## src/rtl/memSeqPkg.sv

```systemverilog
package memSeqPkg;

  typedef enum logic [1:0] {
    ST_IDLE,
    ST_SETUP,
    ST_STROBE,
    ST_HOLD
  } seqStateE;

  // strobes from the sequencer to the datapath
  typedef struct packed {
    logic loadAddr;
    logic incAddr;
    logic loadData;
    logic capture;
    logic mreqLow;
    logic rdLow;
    logic wrLow;
    logic drive;
  } seqCtlS;

endpackage

```

## src/rtl/memSeqCtrl.sv

```systemverilog
module memSeqCtrl
  import memSeqPkg::*;
#(
  parameter int LEN_W  = 8,
  parameter int WR_LOW = 2,
  parameter int RD_LOW = 3
) (
  input  logic             clk,
  input  logic             rstN,
  input  logic             start,
  input  logic [1:0]       cmd,
  input  logic [LEN_W-1:0] len,
  output seqCtlS           ctl,
  output logic             busy,
  output logic             done
);

  localparam int MAX_LOW = (WR_LOW > RD_LOW) ? WR_LOW : RD_LOW;
  localparam int CNT_W   = $clog2(MAX_LOW + 1);

  seqStateE         stateQ, stateD;
  logic             isWriteQ, isFillQ;
  logic [LEN_W-1:0] lenLeftQ;
  logic [CNT_W-1:0] cntQ;
  logic [CNT_W-1:0] strobeLim;
  logic             lastByte, accept, strobeEnd;

  assign strobeLim = isWriteQ ? CNT_W'(WR_LOW - 1) : CNT_W'(RD_LOW - 1);
  assign lastByte  = (lenLeftQ == LEN_W'(1));
  assign accept    = (stateQ == ST_IDLE) && start;
  assign strobeEnd = (cntQ == strobeLim);

  always_comb begin
    ctl    = '0;
    stateD = stateQ;
    unique case (stateQ)
      ST_IDLE: begin
        if (accept && (len != '0)) begin
          stateD       = ST_SETUP;
          ctl.loadAddr = 1'b1;
          ctl.loadData = cmd[0];
        end
      end
      ST_SETUP: begin
        ctl.mreqLow = 1'b1;
        ctl.drive   = isWriteQ;
        stateD      = ST_STROBE;
      end
      ST_STROBE: begin
        ctl.mreqLow = 1'b1;
        ctl.drive   = isWriteQ;
        ctl.wrLow   = isWriteQ;
        ctl.rdLow   = !isWriteQ;
        if (strobeEnd) begin
          stateD      = ST_HOLD;
          ctl.capture = !isWriteQ;
        end
      end
      ST_HOLD: begin
        ctl.mreqLow = 1'b1;
        ctl.drive   = isWriteQ;
        if (lastByte) begin
          stateD = ST_IDLE;
        end else begin
          stateD       = ST_SETUP;
          ctl.incAddr  = 1'b1;
          ctl.loadData = isWriteQ && !isFillQ;
        end
      end
      default: stateD = ST_IDLE;
    endcase
  end

  always_ff @(posedge clk or negedge rstN) begin
    if (!rstN) begin
      stateQ   <= ST_IDLE;
      isWriteQ <= 1'b0;
      isFillQ  <= 1'b0;
      lenLeftQ <= '0;
      cntQ     <= '0;
      done     <= 1'b0;
    end else begin
      stateQ <= stateD;
      done   <= (accept && (len == '0)) || ((stateQ == ST_HOLD) && lastByte);
      if (accept) begin
        isWriteQ <= cmd[0];
        isFillQ  <= cmd[1] & cmd[0];
        lenLeftQ <= len;
      end else if ((stateQ == ST_HOLD) && !lastByte) begin
        lenLeftQ <= lenLeftQ - LEN_W'(1);
      end
      if ((stateQ == ST_STROBE) && !strobeEnd) cntQ <= cntQ + CNT_W'(1);
      else                                     cntQ <= '0;
    end
  end

  assign busy = (stateQ != ST_IDLE);

endmodule

```

## src/rtl/memSeqPath.sv

```systemverilog
module memSeqPath
  import memSeqPkg::*;
#(
  parameter int ADDR_W = 19,
  parameter int DATA_W = 8
) (
  input  logic              clk,
  input  logic              rstN,
  input  seqCtlS            ctl,
  input  logic [ADDR_W-1:0] startAddr,
  input  logic [DATA_W-1:0] wrData,
  input  logic [DATA_W-1:0] busIn,
  output logic [ADDR_W-1:0] busAddr,
  output logic [DATA_W-1:0] busOut,
  output logic              dataOe,
  output logic              mreqN,
  output logic              rdN,
  output logic              wrN,
  output logic [DATA_W-1:0] rdData,
  output logic              rdValid
);

  logic [ADDR_W-1:0] addrQ;
  logic [DATA_W-1:0] dataQ;

  always_ff @(posedge clk or negedge rstN) begin
    if (!rstN) begin
      addrQ   <= '0;
      dataQ   <= '0;
      rdData  <= '0;
      rdValid <= 1'b0;
    end else begin
      if (ctl.loadAddr)     addrQ <= startAddr;
      else if (ctl.incAddr) addrQ <= addrQ + ADDR_W'(1);
      if (ctl.loadData) dataQ <= wrData;
      if (ctl.capture)  rdData <= busIn;
      rdValid <= ctl.capture;
    end
  end

  assign busAddr = addrQ;
  assign busOut  = dataQ;
  assign dataOe  = ctl.drive;
  assign mreqN   = !ctl.mreqLow;
  assign rdN     = !ctl.rdLow;
  assign wrN     = !ctl.wrLow;

endmodule

```

## src/rtl/memCycleSeq.sv

```systemverilog
module memCycleSeq
  import memSeqPkg::*;
#(
  parameter int ADDR_W = 19,
  parameter int DATA_W = 8,
  parameter int LEN_W  = 8,
  parameter int WR_LOW = 2,
  parameter int RD_LOW = 3
) (
  input  logic                 clk,
  input  logic                 rstN,
  input  logic                 start,
  input  logic [1:0]           cmd,
  input  logic [ADDR_W-1:0]    startAddr,
  input  logic [LEN_W-1:0]     len,
  input  logic [DATA_W-1:0]    wrData,
  output logic                 wrTake,
  output logic [7:0]           addrLo,
  output logic [7:0]           addrHi,
  output logic [ADDR_W-17:0]   addrBank,
  output logic [DATA_W-1:0]    busOut,
  output logic                 dataOe,
  input  logic [DATA_W-1:0]    busIn,
  output logic                 mreqN,
  output logic                 rdN,
  output logic                 wrN,
  output logic [DATA_W-1:0]    rdData,
  output logic                 rdValid,
  output logic                 busy,
  output logic                 done
);

  seqCtlS            ctl;
  logic [ADDR_W-1:0] busAddr;

  memSeqCtrl #(.LEN_W(LEN_W), .WR_LOW(WR_LOW), .RD_LOW(RD_LOW)) uCtrl (
    .clk(clk), .rstN(rstN), .start(start), .cmd(cmd), .len(len),
    .ctl(ctl), .busy(busy), .done(done)
  );

  memSeqPath #(.ADDR_W(ADDR_W), .DATA_W(DATA_W)) uPath (
    .clk(clk), .rstN(rstN), .ctl(ctl), .startAddr(startAddr),
    .wrData(wrData), .busIn(busIn), .busAddr(busAddr), .busOut(busOut),
    .dataOe(dataOe), .mreqN(mreqN), .rdN(rdN), .wrN(wrN),
    .rdData(rdData), .rdValid(rdValid)
  );

  assign wrTake   = ctl.loadData;
  assign addrLo   = busAddr[7:0];
  assign addrHi   = busAddr[15:8];
  assign addrBank = busAddr[ADDR_W-1:16];

endmodule

```

## config.mk

```make
export PLATFORM = sky130hd
export DESIGN_NAME = memCycleSeq
export DESIGN_NICKNAME = d
export VERILOG_FILES = /design/src/rtl/memSeqPkg.sv /design/src/rtl/memSeqCtrl.sv /design/src/rtl/memSeqPath.sv /design/src/rtl/memCycleSeq.sv
export SDC_FILE = /design/constraint.sdc
export NUM_CORES = 1
export LEC_CHECK = 0
export BUFFER_PORTS_ARGS = -buffer_cell sky130_fd_sc_hd__buf_2
export CAP_MARGIN = 20
export CORE_ASPECT_RATIO = 1.2
export CORE_MARGIN = 2
export CORE_UTILIZATION = 54
export CTS_CLUSTER_SIZE = 16
export DETAILED_ROUTE_END_ITERATION = 16
export MAX_ROUTING_LAYER = met4
export PLACE_DENSITY = 0.91
export SETUP_SLACK_MARGIN = 0.05
export SYNTH_ARGS = -nofsm -noshare
export SYNTH_HDL_FRONTEND = slang
export SYNTH_SLANG_ARGS = --single-unit
```

## constraint.sdc

```tcl
create_clock -name clk -period 5.1 [get_ports clk]
set_clock_uncertainty 0.1 [all_clocks]
set_input_delay 1.02 -clock clk [delete_from_list [all_inputs] [get_ports clk]]
set_output_delay 1.02 -clock clk [all_outputs]
set_load 0.01 [all_outputs]
```

==> flow_summary.yaml, run 1 <==
global_route:
  grt_overflow: 0
  grt_antenna_before_repair: 0
  grt_max_degree: 52
  grt_pass1_wl_mm: 9.763
  grt_use_total: 0.2366
  grt_pass1_vias: 2192
floorplan:
  io_pins: 91
  initial_core_util: 0.5555
  fp.coreArea_sq_mm: 0.004870
  dieArea_sq_mm: 0.005594
  die-width_microns: 68.61
  fp.dieH_microns: 81.53
  row_count: 28
cts:
  ctsResizeCount: 0
  cts_made_buffers: 5
  cts_sinks: 51
  cts_root_buf: "clkbuf_8"
  cts_tree: "yes"
  cts.path.max_buffers: 2
  postCtsSetupBuffers: 0
  insertion_delay_ns: 0.30
  clk_pin_slew_ns: 0.09
  cts_hold_buf: 0
  htree_levels: 2
timing:
  hold_viol: 0
  drv_slew: 0
  worst_pin_slew_ns: 0.7722
  rsz0062_at_grt: "false"
  fmax_ghz: 0.2621
  setup_violations: 0
  post-route-min-period_ns: 3.815
  relSlewSlack: 0.4805
  fin_setup_tns_ns: 0
  post-route-period-util: 0.7481
routing:
  ant_nets: 0
  wl_mm: 6.298
  drcViolationCount: 0
  drtPass1Iterations: 4
  wl_per_cell_microns: 15.18
  vias: 2368
  drtIter0Drc: 199
  vias_per_cell: 5.706
setup_path:
  slowest_stage: "o21ai_2"
  critPathTopFamily: "compound AO/OA/AOI/OAI gates"
  cp_cell_sequence: "inv_1 > ha_1 > or3b_2 > o21ai_2 > o32a_2 > inv_1 > buf_2"
  critPathRequiredTime_ns: 3.98
  critPathMostFrequentCell: "inv_1"
  worstSetupEndpointType: "output port"
  critPathKind: "reg -> out"
  slowest_delay_ns: 0.59
  critPathMaxFanout: 20
  arrival_ns: 2.70
  cp_num_buf_inv: 3
  worst_setup_path_start_kind: "flip-flop"
placement:
  hpwlAfterDp_mm: 4.658
  placed_cell_area_sq_mm: 0.003148
  placement.io_buffers: 90
  routabilityCongestion: 0.8093
cells_and_area:
  synthToLayoutAreaGrowth_pct: 20.44
  drive_gt1_frac: 0.3493
  antenna_cells: 0
  regArea_sq_mm: 0.001276
  design_area_sq_mm: 0.003258
  multi_input_area_sq_mm: 0.001313
  fillers: 404
  nets: 409
pwr:
  ir_drop_v: 0.0002092
  leakagePower_nw: 1.507
  powerDensity_mw_per_mm2: 210.0
synthesis:
  synth_edf_count: 0
  synth_nets: 323
  synth.most_common_cell: "dfrtp_1"
  yosys_warnings: 0
  syn-instance-count: 268
  synth.top_cell.area_share: 0.4718
  ys_async_sr_fraction: 1.000
  seq_area_frac_synth: 0.4718
  synth_cell_type_count: 44
  syn_area_sq_mm: 0.002705
  avgSynthCellArea_sq_um: 10.09
  yosys.area.top_type: "dfrtp_1"
  synth_flop_cell: "dfrtp_1"
  synthTopCellsByArea: "dfrtp_1, mux2_2, nor2_1"
  yosys_register_bits: 51
  synth_common_cells: "dfrtp_1, nor2_1, nand2_1"
outcome:
  status: "complete, no violations"
job:
  cap_violations: 0
hold_path:
  hp-class: "reg -> reg"
-- routing by layer --
metal	GRT usage	up-vias	share of wire
li1	-	1162	-
met1	0.2816	1127	0.40
met2	0.3923	68	0.53
met3	0.05479	11	0.057
met4	0.07800	0	0.016
met5	-	-	0
-- cells by family (layout without fill, tap and decap cells) --
kind of cell             Yosys count  after routing  share of synthesized area
AND/OR/NAND/NOR                  100            100                     0.1984
AO/OA/AOI/OAI                     61             61                     0.1466
flip-flops                        51             51                     0.4718
buffers and inverters             21            108                    0.04302
multiplexers                      19             19                    0.07863
XOR/XNOR                           9              9                    0.02914
adder cells (fa/ha/maj)            7              7                    0.03238
-- sequential cells by signal (all words and copies together) (netlist names) --
| name | count |
|---|---|
| uPath.busAddr | 19 |
| uCtrl.lenLeftQ | 8 |
| uPath.busOut | 8 |
| uPath.rdData | 8 |
| uCtrl.cntQ | 2 |
| uCtrl.stateQ | 2 |
| uCtrl.done | 1 |
| uCtrl.isFillQ | 1 |
| uCtrl.isWriteQ | 1 |
| uPath.rdValid | 1 |
-- worst reg2reg max path, delay by kind of cell, from the launching register on --
kind | cells | cell delay, ns
compound gates | 2 | 0.98
fa+ha+maj | 1 | 0.19
buf+inv | 1 | 0.11
flops | 1 | 0.39
mux | 1 | 0.37
simple gates | 1 | 0.53
-- power by group --
part | switching (mW) | internal (mW)
Combinational | 0.0224 | 0.0238
Clock | 0.129 | 0.0961
Sequential | 0.00310 | 0.410
Total | 0.154 | 0.530
-- cell type report --
| type | instances | area share |
|---|---|---|
| Sequential cell | 51 | 0.3917 |
| Timing Repair Buffer | 93 | 0.1482 |
| Clock buffer | 6 | 0.02227 |
| Tap cell | 60 | 0.02304 |
| Multi-Input combinational cell | 196 | 0.4028 |
| Inverter | 7 | 0.008065 |
| Clock inverter | 2 | 0.003840 |
-- metrics by stage --
step	hold WS, ns	total power [mW]	setup slack [ns]	util	std cells
finish	0.4030	0.6843	1.285	0.6691	415
global route	0.4248	0.7154	1.049	0.6691	415
detailed placement	0.3887	0.4670	1.323	0.6465	405
global placement	0.3782	0.4651	1.375	0.6465	405
floorplan	0.3505	0.4319	2.062	-	268
CTS	0.4106	0.6943	1.281	0.6639	413
-- cell usage in the layout (no fill, tap or decap), types with 3 or more instances in the layout --
cell type	count
dfrtp_1	51
mux2_2	18
nor2_1	29
nand3_1	7
ha_1	7
xor2_1	5
xnor2_1	4
nand4_1	7
a21oi_1	11
clkbuf_8	5
o31ai_1	11
a31oi_1	17
nand2_1	19
or3_1	6
or4_1	11
inv_1	7
buf_2	90
and4_1	3
nor4_1	3
o21ai_0	9
-- worst paths after layout --
path | startpoint | end | slack [ns] | cells past startpoint
setup / recovery | uCtrl.lenLeftQ[1] | wrTake | 1.28 | 7
hold / removal | uPath.busOut[6] | uPath.busOut[6] | 0.40 | 1
min in group asynchronous | rstN | uPath.busAddr[13] | 0.56 | 1
hold reg to reg | uPath.busOut[6] | uPath.busOut[6] | 0.40 | 1
setup reg to reg | uCtrl.lenLeftQ[1] | uPath.busOut[3] | 2.32 | 6
max in group asynchronous | rstN | uCtrl.lenLeftQ[4] | 3.82 | 2
Note: power is estimated with default switching activity, not from simulation.
==> inputs of run 2 (changes only) <==
--- a/config.mk
+++ b/config.mk
@@ -9,11 +9,11 @@
 export CAP_MARGIN = 20
 export CORE_ASPECT_RATIO = 1.2
 export CORE_MARGIN = 2
-export CORE_UTILIZATION = 54
+export CORE_UTILIZATION = 50
 export CTS_CLUSTER_SIZE = 16
 export DETAILED_ROUTE_END_ITERATION = 16
 export MAX_ROUTING_LAYER = met4
-export PLACE_DENSITY = 0.91
+export PLACE_DENSITY = 0.85
 export SETUP_SLACK_MARGIN = 0.05
 export SYNTH_ARGS = -nofsm -noshare
 export SYNTH_HDL_FRONTEND = slang
==> constraint.sdc (replaced) <==
create_clock -name clk -period 3.9 [get_ports clk]
set_clock_uncertainty 0.1 [all_clocks]
set_input_delay 0.78 -clock clk [delete_from_list [all_inputs] [get_ports clk]]
set_output_delay 0.78 -clock clk [all_outputs]
set_load 0.01 [all_outputs]
==> run 2 against run 1 <==
Net effect: clock power grew 90%; final area up 1.6%; core utilization decreased by 4.0 points; combinational power up 25%; setup slack worse by 0.45 ns; routed wire length shrank 1.2%; die area increased by 7.6%; first-iteration DRC count decreased by 26%; cell count up 0.96%; non-clock buffer count up 2; critical path type unchanged; highest routed layer unchanged.
==> flow_summary.yaml, run 2 (same netlist as run 1, synthesis figures left out) <==
global_route:
  grt_antenna_before_repair: 0
  grt_max_degree: 39
  grt_use_total: 0.2242
  grt_pass1_vias: 2346
  grt_overflow: 0
  grt_pass1_wl_mm: 10.66
pwr:
  leakagePower_nw: 1.537
  ir_drop_v: 0.0001752
  powerDensity_mw_per_mm2: 309.8
routing:
  wl_mm: 6.223
  wl_per_cell_microns: 14.85
  vias_per_cell: 5.866
  drcViolationCount: 0
  drtPass1Iterations: 4
  drtIter0Drc: 148
  ant_nets: 0
  vias: 2458
floorplan:
  fp.coreArea_sq_mm: 0.005261
  io_pins: 91
  initial_core_util: 0.5141
  fp.dieH_microns: 84.58
  dieArea_sq_mm: 0.006017
  die-width_microns: 71.15
  row_count: 29
hold_path:
  hp-class: "in -> async"
setup_path:
  critPathRequiredTime_ns: 3.02
  rr_startpoint: "uCtrl.lenLeftQ[1]"
  critPathKind: "reg -> out"
  rr_worst_depth: 6
  critPathMaxFanout: 9
  arrival_ns: 2.19
  worst_setup_path_start_kind: "flip-flop"
  r2r-end: "uPath.busOut[1]"
  rrSetupSlack_ns: 1.63
  worstSetupEndpointType: "output port"
cells_and_area:
  final_util: 0.6293
  final_cell_mix: "buf_2, dfrtp_1, nor2_1"
  design_area_sq_mm: 0.003311
  layout_commonest_cell: "buf_2"
  largest_reg_flops: 19
  multi_input_area_sq_mm: 0.001313
  fillers: 457
  layoutNonFillerInstCount: 419
  drive_gt1_frac: 0.3529
  synthToLayoutAreaGrowth_pct: 22.39
  antenna_cells: 0
  regArea_sq_mm: 0.001276
  nets: 411
placement:
  hpwlAfterDp_mm: 4.643
  placement.io_buffers: 90
  routabilityCongestion: 0.8405
  dp.cells: 410
  placed_cell_area_sq_mm: 0.003173
cts:
  ctsResizeCount: 0
  cts_sinks: 51
  insertion_delay_ns: 0.30
  htree_levels: 2
  cts.path.max_buffers: 2
  cts_made_buffers: 5
  cts_hold_buf: 0
  clk_pin_slew_ns: 0.09
  cts_root_buf: "clkbuf_8"
  cts_tree: "yes"
  postCtsSetupBuffers: 0
timing:
  hold_ws_ns: 0.3765
  rsz0062_at_grt: "false"
  fin_setup_tns_ns: 0
  fmax_ghz: 0.3257
  post-route-min-period_ns: 3.070
  worst_pin_slew_ns: 0.6642
  post-route-period-util: 0.7872
  drv_slew: 0
  hold_viol: 0
  relSlewSlack: 0.5531
  setup_violations: 0
outcome:
  status: "complete, no violations"
job:
  cap_violations: 0
==> run 2: cell count changes in the layout (fill, tap and decap cells not counted), sizes merged <==
cell / before / now
buf: 92 / 95
clkbuf: 7 / 6
bufinv: 0 / 2
clkinv: 1 / 0
clkinvlp: 1 / 0
==> run 2: metrics by stage <==
step                total power, mW  setup slack, ns
global placement             0.6086           0.9120
finish                        1.026           0.8299
floorplan                    0.5647            1.342
global route                  1.067           0.6752
detailed placement           0.6107           0.8927
CTS                           1.039           0.8288
==> run 2: how the worst max path moves through the flow <==
stage,startpoint,cells after the start,slack [ns],endpoint
global placement,len[5],6,0.91,wrTake
floorplan,len[1],5,1.34,wrTake
CTS,uCtrl.lenLeftQ[1],7,0.83,wrTake
detailed placement,len[5],6,0.89,wrTake
finish,uCtrl.lenLeftQ[1],7,0.83,wrTake
global route,uCtrl.lenLeftQ[1],7,0.68,wrTake
==> run 2: area by class of cell <==
cell class | count | share of cell area
multi-input combinational | 196 | 0.3964
sequential | 51 | 0.3855
timing repair buffer | 95 | 0.1466
tap | 62 | 0.02343
clock buffer | 6 | 0.02192
clock inverter | 2 | 0.01814
inverter | 7 | 0.007936
==> run 2: per-layer routing <==
layer / vias up / share of wire / global-route usage
li1: 1173 / - / -
met1: 1187 / 0.42 / 0.2815
met2: 94 / 0.51 / 0.3645
met3: 4 / 0.056 / 0.03842
met4: 0 / 0.0061 / 0.07719
met5: - / 0 / -
==> run 2: where the power goes <==
| part | switching [mW] | internal, mW | total [mW] | leakage [nW] |
|---|---|---|---|---|
| sequential | 0.00402 | 0.537 | 0.541 | 0.632 |
| clock | 0.171 | 0.256 | 0.427 | 0.0654 |
| combinational | 0.0282 | 0.0296 | 0.0578 | 0.840 |
| total | 0.203 | 0.823 | 1.03 | 1.54 |
==> run 2: critical path, stage by stage, from the launching register on <==
cell,delay (ns)
dfrtp_1,0.39
inv_1,0.11
ha_1,0.20
or3b_2,0.52
o21ai_2,0.18
o32a_2,0.29
inv_1,0.05
buf_2,0.14
==> inputs of run 3 (changes only) <==
--- a/config.mk
+++ b/config.mk
@@ -5,15 +5,16 @@
 export SDC_FILE = /design/constraint.sdc
 export NUM_CORES = 1
 export LEC_CHECK = 0
+export ABC_AREA = 1
 export BUFFER_PORTS_ARGS = -buffer_cell sky130_fd_sc_hd__buf_2
 export CAP_MARGIN = 20
 export CORE_ASPECT_RATIO = 1.2
 export CORE_MARGIN = 2
-export CORE_UTILIZATION = 50
+export CORE_UTILIZATION = 47
 export CTS_CLUSTER_SIZE = 16
 export DETAILED_ROUTE_END_ITERATION = 16
 export MAX_ROUTING_LAYER = met4
-export PLACE_DENSITY = 0.85
+export PLACE_DENSITY = 0.83
 export SETUP_SLACK_MARGIN = 0.05
 export SYNTH_ARGS = -nofsm -noshare
 export SYNTH_HDL_FRONTEND = slang
==> constraint.sdc (replaced) <==
create_clock -name clk -period 2.78 [get_ports clk]
set_clock_uncertainty 0.1 [all_clocks]
set_input_delay 0.556 -clock clk [delete_from_list [all_inputs] [get_ports clk]]
set_output_delay 0.556 -clock clk [all_outputs]
set_load 0.01 [all_outputs]
==> run 3 against run 2 <==
Net effect: cell count up 47%; core utilization down 4.7 points; register-to-register slack worse by 1.2 ns; clock power up 27%; setup slack worse by 0.57 ns; routed wire length up 17%; synthesized area up 14%; non-clock buffer count down 1; flip-flop and latch count unchanged; final area up 13%; global-route usage down 0.77 points; die area up 20%; critical path type unchanged; critical endpoint unchanged; largest cell class unchanged.
==> flow_summary.yaml, run 3 <==
cts:
  postCtsSetupBuffers: 0
  cts_root_buf: "clkbuf_8"
  cts_sinks: 51
  cts_tree: "yes"
  cts.path.max_buffers: 2
  insertion_delay_ns: 0.31
  cts_made_buffers: 5
  htree_levels: 2
  clk_pin_slew_ns: 0.10
floorplan:
  initial_core_util: 0.4813
  row_count: 32
  fp.coreArea_sq_mm: 0.006406
  fp.dieH_microns: 92.72
  die-width_microns: 77.94
  io_pins: 91
  dieArea_sq_mm: 0.007226
cells_and_area:
  layout_commonest_cell: "nand2_1"
  nets: 584
  synthToLayoutAreaGrowth_pct: 20.98
  antenna_cells: 0
  largest_reg_flops: 19
  drive_gt1_frac: 0.2453
  final_util: 0.5822
  final_cell_mix: "nand2_1, buf_2, dfrtp_1"
pwr:
  powerDensity_mw_per_mm2: 1043
  ir_drop_v: 0.0005590
  leakagePower_nw: 2.047
setup_path:
  worst_setup_path_start_kind: "flip-flop"
  cp_num_buf_inv: 3
  critPathKind: "reg -> out"
  r2r-end: "uPath.busAddr[1]"
  slowest_stage: "dfrtp_1"
  worstSetupEndpointType: "output port"
  rr_startpoint: "uCtrl.stateQ[0]"
  critPathTopFamily: "simple AND/OR/NAND/NOR gates"
  rrSetupSlack_ns: 0.46
  slowest_delay_ns: 0.42
  arrival_ns: 1.87
  critPathRequiredTime_ns: 2.12
  critPathMaxFanout: 9
  rr_worst_depth: 9
  cp_cell_sequence: "inv_1 > ha_1 > nand2_2 > nor2_2 > nand2_1 > nand2_4 > nand2_4 > inv_1 > buf_2"
placement:
  routabilityCongestion: 0.9215
  placement.io_buffers: 90
  hpwlAfterDp_mm: 5.434
synthesis:
  synth_edf_count: 0
  syn_area_sq_mm: 0.003083
  synth.most_common_cell: "nand2_1"
  yosys_register_bits: 51
  seq_area_frac_synth: 0.4140
  yosys_warnings: 0
  synthTopCellsByArea: "dfrtp_1, nand2_1, nand3_1"
  yosys.area.top_type: "dfrtp_1"
  syn-instance-count: 436
  avgSynthCellArea_sq_um: 7.071
  synth_common_cells: "nand2_1, dfrtp_1, inv_1"
  synth.top_cell.area_share: 0.4140
  synth_flop_cell: "dfrtp_1"
  synth_cell_type_count: 31
  ys_async_sr_fraction: 1.000
  synth_nets: 491
timing:
  setup_violations: 0
  rsz0062_at_grt: "false"
  fin_setup_tns_ns: 0
  hold_viol: 0
  fmax_ghz: 0.3962
  relSlewSlack: 0.4829
  drv_slew: 0
  post-route-period-util: 0.9080
  worst_pin_slew_ns: 0.7756
  post-route-min-period_ns: 2.524
routing:
  wl_per_cell_microns: 11.81
  vias: 3018
  drtIter0Drc: 198
  drtPass1Iterations: 4
  drcViolationCount: 0
  vias_per_cell: 4.907
  ant_nets: 0
  wl_mm: 7.264
global_route:
  grt_pass1_wl_mm: 12.40
  grt_max_degree: 34
  grt_use_total: 0.2165
  grt_pass1_vias: 2950
  grt_overflow: 0
  grt_antenna_before_repair: 0
job:
  cap_violations: 0
hold_path:
  hp-class: "in -> async"
outcome:
  status: "complete, no violations"
==> run 3: cell count changes after synthesis, moves of 11 or more <==
cell     previous run  this run
a31oi_1            17         0
inv_1               7        45
mux2_2             18         0
nand2_1            19       186
nand3_1             7        44
o31ai_1            11         0
or4_1              11         0
==> run 3: timing repair <==
action,CTS,global route
hold buffers,0,0
endpoints found under the setup margin,0,1
gates resized for setup,0,2
==> run 3: kinds of logic (layout without fill, tap and decap cells) <==
logic type,Yosys count,in the layout,synth area share
simple gates,297,297,0.4148
xor+xnor,10,10,0.02841
fa+ha+maj,7,7,0.02841
compound gates,13,13,0.03084
flops,51,51,0.4140
buf+inv,58,152,0.08360
==> run 3: report_power, final <==
part	switching, mW	leakage, nW	internal (mW)
registers	0.324	0.619	1.07
clock network	0.252	0.0612	0.292
logic	1.20	1.37	0.757
total	1.78	2.05	2.11
==> run 3: cell type report <==
cell class / instances / area, sq um
Fill cell: 604 / 2676
Multi-Input combinational cell: 327 / 1556
Sequential cell: 51 / 1276
Timing Repair Buffer: 94 / 480.5
Inverter: 50 / 192.7
Tap cell: 85 / 106.4
Clock buffer: 6 / 82.58
Clock inverter: 2 / 35.03
==> run 3: worst reg2reg max path, cell delays in order (launching register included) <==
cell and delay [ns]:
dfrtp_1 0.42, inv_1 0.14, ha_1 0.21, nand2_2 0.14, inv_2 0.26, nand2_2 0.34, nand2_4 0.34, inv_6 0.12
nand2_1 0.08, nand3_1 0.06
==> run 3: per-layer routing <==
metal | vias up | wire length (microns) | GRT usage | part of all wire
met3 | 12 | 486 | 0.03704 | 0.067
li1 | 1531 | - | - | -
met4 | 0 | 126 | 0.07310 | 0.017
met1 | 1376 | 3058 | 0.2492 | 0.42
met5 | - | 0 | - | 0
met2 | 99 | 3593 | 0.3815 | 0.49
==> run 3: worst max path at each step <==
stage / from / slack, ns / endpoint / cells past startpoint
global route: uCtrl.stateQ[0] / 0.08 / wrTake / 9
detailed placement: uCtrl.stateQ[0] / 0.49 / uPath.busAddr[1] / 9
floorplan: uCtrl.stateQ[0] / 0.78 / wrTake / 8
global placement: len[7] / 0.55 / wrTake / 10
finish: uCtrl.stateQ[0] / 0.26 / wrTake / 9
CTS: uCtrl.stateQ[0] / 0.18 / wrTake / 9
==> run 3: metrics by stage <==
step	area [sq um]	hold WS, ns	power, mW	worst slack, ns	cells
global placement	3605	0.3520	3.285	0.5466	607
CTS	3722	0.2464	3.926	0.1848	615
global route	3730	0.2737	4.258	0.07516	615
floorplan	3083	0.1604	2.796	0.7814	436
finish	3730	0.2191	3.892	0.2558	615
detailed placement	3605	0.3545	3.369	0.4863	607
